==> src/rtl/wdog_pkg.sv <==
`timescale 1ns/1ps
package wdog_pkg;

  // Role / postscale select encodings
  typedef enum logic [1:0] {
    PS_OFF     = 2'b00,
    PS_DIV_MAX = 2'b01,
    PS_DIV_MID = 2'b10,
    PS_DIV_ONE = 2'b11
  } ps_sel_e;

  // Divide ratio for a select code; 0 means no watchdog tap
  function automatic int unsigned div_of(int unsigned sel, int unsigned mid,
                                         int unsigned max);
    case (sel)
      3:       return 1;
      2:       return mid;
      1:       return max;
      default: return 0;
    endcase
  endfunction

  function automatic int unsigned width_of(int unsigned span);
    return (span <= 2) ? 1 : $clog2(span);
  endfunction

endpackage

==> src/rtl/wdog_base_cnt.sv <==
`timescale 1ns/1ps
module wdog_base_cnt #(
  parameter int unsigned BASE_TICKS = 32,
  parameter int unsigned TMR_CYCLES = 65536
) (
  input  logic clk,
  input  logic clear,
  input  logic step,
  input  logic wd_mode,
  output logic wrap
);
  localparam int unsigned SPAN = (BASE_TICKS > TMR_CYCLES) ? BASE_TICKS : TMR_CYCLES;
  localparam int unsigned CW   = wdog_pkg::width_of(SPAN);
  localparam logic [CW-1:0] WD_LIMIT  = CW'(BASE_TICKS - 1);
  localparam logic [CW-1:0] TMR_LIMIT = CW'(TMR_CYCLES - 1);

  logic [CW-1:0] cnt_q;
  logic [CW-1:0] limit;
  logic          at_limit;

  assign limit    = wd_mode ? WD_LIMIT : TMR_LIMIT;
  assign at_limit = (cnt_q == limit);
  assign wrap     = step & at_limit;

  always_ff @(posedge clk) begin
    if (clear)
      cnt_q <= '0;
    else if (step)
      cnt_q <= at_limit ? '0 : cnt_q + 1'b1;
  end

endmodule

==> src/rtl/wdog_postscaler.sv <==
`timescale 1ns/1ps
module wdog_postscaler #(
  parameter int unsigned POST_MID = 64,
  parameter int unsigned POST_MAX = 256
) (
  input  logic       clk,
  input  logic       clear,
  input  logic       adv,
  input  logic [1:0] sel,
  output logic       tap_hit
);
  localparam int unsigned PW = wdog_pkg::width_of(POST_MAX);

  logic [PW-1:0] post_q;
  logic [3:0]    tap;

  always_ff @(posedge clk) begin
    if (clear)
      post_q <= '0;
    else if (adv)
      post_q <= post_q + 1'b1;
  end

  // One tap per select code; power-of-two ratios compare the low bits
  for (genvar g = 0; g < 4; g++) begin : g_tap
    localparam int unsigned DIV = wdog_pkg::div_of(g, POST_MID, POST_MAX);
    if (DIV == 0) begin : g_off
      assign tap[g] = 1'b0;
    end else begin : g_on
      localparam logic [PW-1:0] MASK = PW'(DIV - 1);
      assign tap[g] = ((post_q & MASK) == MASK);
    end
  end

  assign tap_hit = tap[sel];

endmodule

==> src/rtl/wdog_ctrl.sv <==
`timescale 1ns/1ps
module wdog_ctrl (
  input  logic clk,
  input  logic rst,
  input  logic wd_mode,
  input  logic wrap,
  input  logic tap_hit,
  input  logic clr_wdt,
  input  logic sleep_enter,
  input  logic irq_wake,
  output logic clear_all,
  output logic asleep,
  output logic dev_rst_req,
  output logic wake_pulse,
  output logic to_flag
);
  logic asleep_q, req_q, wake_q;
  logic to_q = 1'b1;
  logic hit, wd_hit;

  assign clear_all = rst | clr_wdt | sleep_enter | (irq_wake & asleep_q);
  assign hit       = ~clear_all & wrap & (~wd_mode | tap_hit);
  assign wd_hit    = hit & wd_mode;

  always_ff @(posedge clk) begin
    if (rst) begin
      asleep_q <= 1'b0;
      req_q    <= 1'b0;
      wake_q   <= 1'b0;
    end else begin
      req_q  <= wd_hit & ~asleep_q;
      wake_q <= wd_hit & asleep_q;
      if (sleep_enter)
        asleep_q <= 1'b1;
      else if (irq_wake | wd_hit)
        asleep_q <= 1'b0;
    end
  end

  // Status flag is not touched by reset so a time-out stays visible
  always_ff @(posedge clk) begin
    if (hit)
      to_q <= 1'b0;
    else if (clr_wdt | sleep_enter)
      to_q <= 1'b1;
  end

  assign asleep      = asleep_q;
  assign dev_rst_req = req_q;
  assign wake_pulse  = wake_q;
  assign to_flag     = to_q;

endmodule

==> src/rtl/wdog_dual.sv <==
`timescale 1ns/1ps
module wdog_dual #(
  parameter int unsigned BASE_TICKS = 32,
  parameter int unsigned TMR_CYCLES = 65536,
  parameter int unsigned POST_MID   = 64,
  parameter int unsigned POST_MAX   = 256
) (
  input  logic       clk,
  input  logic       rst,
  input  logic [1:0] ps_cfg,
  input  logic       osc_tick,
  input  logic       clr_wdt,
  input  logic       sleep_enter,
  input  logic       irq_wake,
  output logic       dev_rst_req,
  output logic       wake_pulse,
  output logic       to_flag
);
  logic wd_mode, asleep, clear_all, step, wrap, tap_hit;

  assign wd_mode = (ps_cfg != wdog_pkg::PS_OFF);
  assign step    = wd_mode ? osc_tick : ~asleep;

  wdog_base_cnt #(
    .BASE_TICKS(BASE_TICKS),
    .TMR_CYCLES(TMR_CYCLES)
  ) u_base (
    .clk    (clk),
    .clear  (clear_all),
    .step   (step),
    .wd_mode(wd_mode),
    .wrap   (wrap)
  );

  wdog_postscaler #(
    .POST_MID(POST_MID),
    .POST_MAX(POST_MAX)
  ) u_post (
    .clk    (clk),
    .clear  (clear_all),
    .adv    (wd_mode & wrap),
    .sel    (ps_cfg),
    .tap_hit(tap_hit)
  );

  wdog_ctrl u_ctrl (
    .clk        (clk),
    .rst        (rst),
    .wd_mode    (wd_mode),
    .wrap       (wrap),
    .tap_hit    (tap_hit),
    .clr_wdt    (clr_wdt),
    .sleep_enter(sleep_enter),
    .irq_wake   (irq_wake),
    .clear_all  (clear_all),
    .asleep     (asleep),
    .dev_rst_req(dev_rst_req),
    .wake_pulse (wake_pulse),
    .to_flag    (to_flag)
  );

endmodule

==> config.mk <==
export PLATFORM = sky130hd
export DESIGN_NAME = wdog_dual
export DESIGN_NICKNAME = d
export VERILOG_FILES = /design/src/rtl/wdog_pkg.sv /design/src/rtl/wdog_base_cnt.sv /design/src/rtl/wdog_postscaler.sv /design/src/rtl/wdog_ctrl.sv /design/src/rtl/wdog_dual.sv
export SDC_FILE = /design/constraint.sdc
export NUM_CORES = 1
export LEC_CHECK = 0
export BUFFER_PORTS_ARGS = -buffer_cell sky130_fd_sc_hd__buf_2
export CAP_MARGIN = 5
export CORE_MARGIN = 2
export CORE_UTILIZATION = 31
export CTS_BUF_LIST = sky130_fd_sc_hd__clkbuf_4 sky130_fd_sc_hd__clkbuf_8
export CTS_CLUSTER_SIZE = 10
export DETAILED_ROUTE_END_ITERATION = 10
export PLACE_DENSITY = 0.45
export SYNTH_ARGS = -nofsm -noshare
export SYNTH_HDL_FRONTEND = slang
export SYNTH_SLANG_ARGS = --single-unit
==> constraint.sdc <==
create_clock -name clk -period 6.4 [get_ports clk]
set_input_delay 0.96 -clock clk [delete_from_list [all_inputs] [get_ports clk]]
set_output_delay 0.96 -clock clk [all_outputs]
set_load 0.03 [all_outputs]
==> impl_metrics.toml <==
[logic_synthesis]
postSynthNetCount = 186
synth_top_area_share_pct = 36.28
yosys.cell_types.count = 44
synth_flop_cell = "dfxtp_1"
yosysTopAreaCell = "dfxtp_1"
yosys_warnings = 0
synthCells = 176
synth_area_leaders = "dfxtp_1, xnor2_1, nor3_1"
synth-edff-count = 0
syn_area_per_cell_sq_um = 8.780
synth_area_sq_um = 1545
ys_ff_latch = 28
async_flop_share_pct = 0
seq_area_frac_synth_pct = 36.28

[clock_tree]
cts_buffers = 3
insertion_delay_ns = 0.27
path_clk_slew_ns = 0.09
cts_tree = "yes"
postCtsSetupRepairBufs = 0
hold_buffers = 0
cts_sinks = 28
cts_resized = 0
h-tree-depth = 1
cts-root-buf = "clkbuf_8"
cts_buffer_depth = 2

[global_routing]
grt_max_degree = 22
first_global_vias = 1259
antenna_found_initial = 0
grt_pass1_wl_mm = 5.996
grt_use_total_pct = 14.22
overflow = 0

[power_and_ir_drop]
leakagePower_uw = 0.0004710
max-vdd-ir-drop_mv = 0.07787
p_per_area_nw_per_um2 = 178.1
finalPower_uw = 302.0

[floorplanning]
die-height_um = 74.60
fp.dieW_um = 74.60
die_area_sq_um = 5565
core_sq_um = 4755
num_rows = 25
start_util_pct = 32.50
io_pins = 11

[critical_path]
crit_required_ns = 6.54
arrival_ns = 2.79
cp-startpoint = "ps_cfg[1]"
ff2ff_path_depth = 4
start_kind = "primary input"
cp-endpoint = "u_ctrl.to_flag"
r2r_start = "u_base.cnt_q[9]"
endpoint_kind = "register"
criticalPathCategory = "in -> reg"
crit_path_max_fanout = 17
r2r-end = "u_ctrl.to_flag"
rrSetupSlack_ns = 3.86

[routing]
wl_met3_um = 65
top_layer = "met4"
drc = 0
drt_wl_total_mm = 3.506
drtAntennaViolNets = 0
first_iter_violations = 28
detail_route.vias_per_cell = 5.281
vias = 1315
wl_per_cell_um = 14.08
wl_met2_mm = 1.744
dr.pass1.iters = 4
wl_met1_mm = 1.660

[sta]
drv_slew = 0
fin_crit_ns = 2.659
rsz0062_at_grt = "no"
worst_pin_slew_ns = 0.8024
finalHoldViolCount = 0
setup_slack_ns = 3.741
setup_viol = 0
fin_worst_skew_ns = 0.003174
post-route-period-util_pct = 41.54
max_clock_freq_mhz = 376.1
tns_ns = 0
max-slew-margin-rel_pct = 46.51

[cells_and_area]
finish.utilization_pct = 35.66
syn2layout_area_growth_pct = 9.717
layout-drive-gt1-share_pct = 12.09
num_antenna_cells = 0
fin_area_sq_um = 1695
fin_nets = 193

[flow_run]
cap_violations = 0

[hold_path]
min_path_type = "reg -> reg"
whs_path_depth = 2

[status]
status = "finished, final reports clean"

[placement]
pre_cts_ws_ns = 3.436
io_buffer_count = 10
dpl.hpwl_mm = 2.550
dpl-instance-area_sq_um = 1640
gp_congestion = 0.8263
power breakdown:
part           switching [uW]  total (uW)  internal (uW)
sequential               1.07         176            175
clock                    54.9         110           55.1
combinational            10.8        16.2           5.37
layout by cell type (no fill, tap or decap), types with 2 or more instances in the layout:
| master | instances |
|---|---|
| xnor2_1 | 11 |
| o21ai_0 | 7 |
| nand4_1 | 8 |
| nor3_1 | 16 |
| a2111oi_0 | 2 |
| or3_1 | 5 |
| inv_1 | 6 |
| dfxtp_1 | 28 |
| a2111o_1 | 2 |
| and4_1 | 4 |
| and2_1 | 2 |
| buf_2 | 10 |
| a211o_1 | 2 |
| or4_1 | 2 |
| a21oi_1 | 8 |
| mux2i_1 | 5 |
| o31ai_1 | 2 |
| nand2b_1 | 4 |
| nand3_1 | 6 |
| a2111oi_1 | 3 |
| nand2_1 | 14 |
| clkbuf_8 | 4 |
| a211oi_1 | 6 |
| nor2_1 | 3 |
| ha_1 | 2 |
| and3_1 | 2 |
how the worst min path moves through the flow:
stage	start	to	slack, ns
after floorplan	u_post.post_q[5]	u_post.post_q[5]	0.44
after CTS	u_post.post_q[5]	u_post.post_q[5]	0.49
final	u_post.post_q[5]	u_post.post_q[5]	0.47
after detailed placement	u_post.post_q[5]	u_post.post_q[5]	0.47
after global routing	u_post.post_q[5]	u_post.post_q[5]	0.51
after global placement	u_post.post_q[5]	u_post.post_q[5]	0.46
Yosys cell counts, types with 3 or more instances:
cell type and count:
buf_2 4, nand2_1 14, a211oi_1 6, inv_1 6, and4_1 4, nand4_1 8, a2111oi_1 3, nor3_1 16
nand2b_1 4, o21ai_0 7, xnor2_1 11, a21oi_1 8, nor2_1 3, mux2i_1 5, dfxtp_1 28, or3_1 5
nand3_1 6, clkbuf_1 4
flip-flops by register name, summed over array words and instances (netlist names):
name and cells:
u_base.cnt_q 16, u_post.post_q 8, u_ctrl.asleep 1, u_ctrl.dev_rst_req 1, u_ctrl.to_flag 1, u_ctrl.wake_pulse 1
per-stage QoR:
step	hold slack, ns	cells
after global routing	0.5052	249
after detailed placement	0.4728	245
after global placement	0.4616	245
after CTS	0.4872	249
after floorplan	0.4385	176
final	0.4749	249
routing by layer:
| metal | up-vias | GRT usage, % |
|---|---|---|
| li1 | 680 | - |
| met1 | 625 | 16.98 |
| met2 | 8 | 25.37 |
| met3 | 2 | 2.846 |
| met4 | 0 | 4.762 |
| met5 | - | 0 |
critical path, cell delays in order:
cell	delay [ns]
buf_2	0.17
nor2_1	0.09
nand4b_1	0.53
a221oi_4	0.87
a21oi_1	0.17
area by class of cell:
cell class / count / area [sq um]
multi-input combinational: 133 / 915.9
clock buffer: 4 / 55.05
sequential: 28 / 560.5
timing repair buffer: 11 / 57.56
fill: 515 / 3059
inverter: 6 / 22.52
tap: 67 / 83.83
kinds of logic (layout without fill, tap and decap cells):
logic type,count (synthesis),after routing,share of synthesized area (%)
AOI/OAI and AO/OA,39,39,19.68
xor gates and xnor gates,12,12,6.802
adders and majority gates,2,2,1.619
buffers and inverters,15,21,4.453
DFF,28,28,36.28
muxes,5,5,3.239
and+or+nand+nor,75,75,27.94
Note: power is estimated with default switching activity, not from simulation.
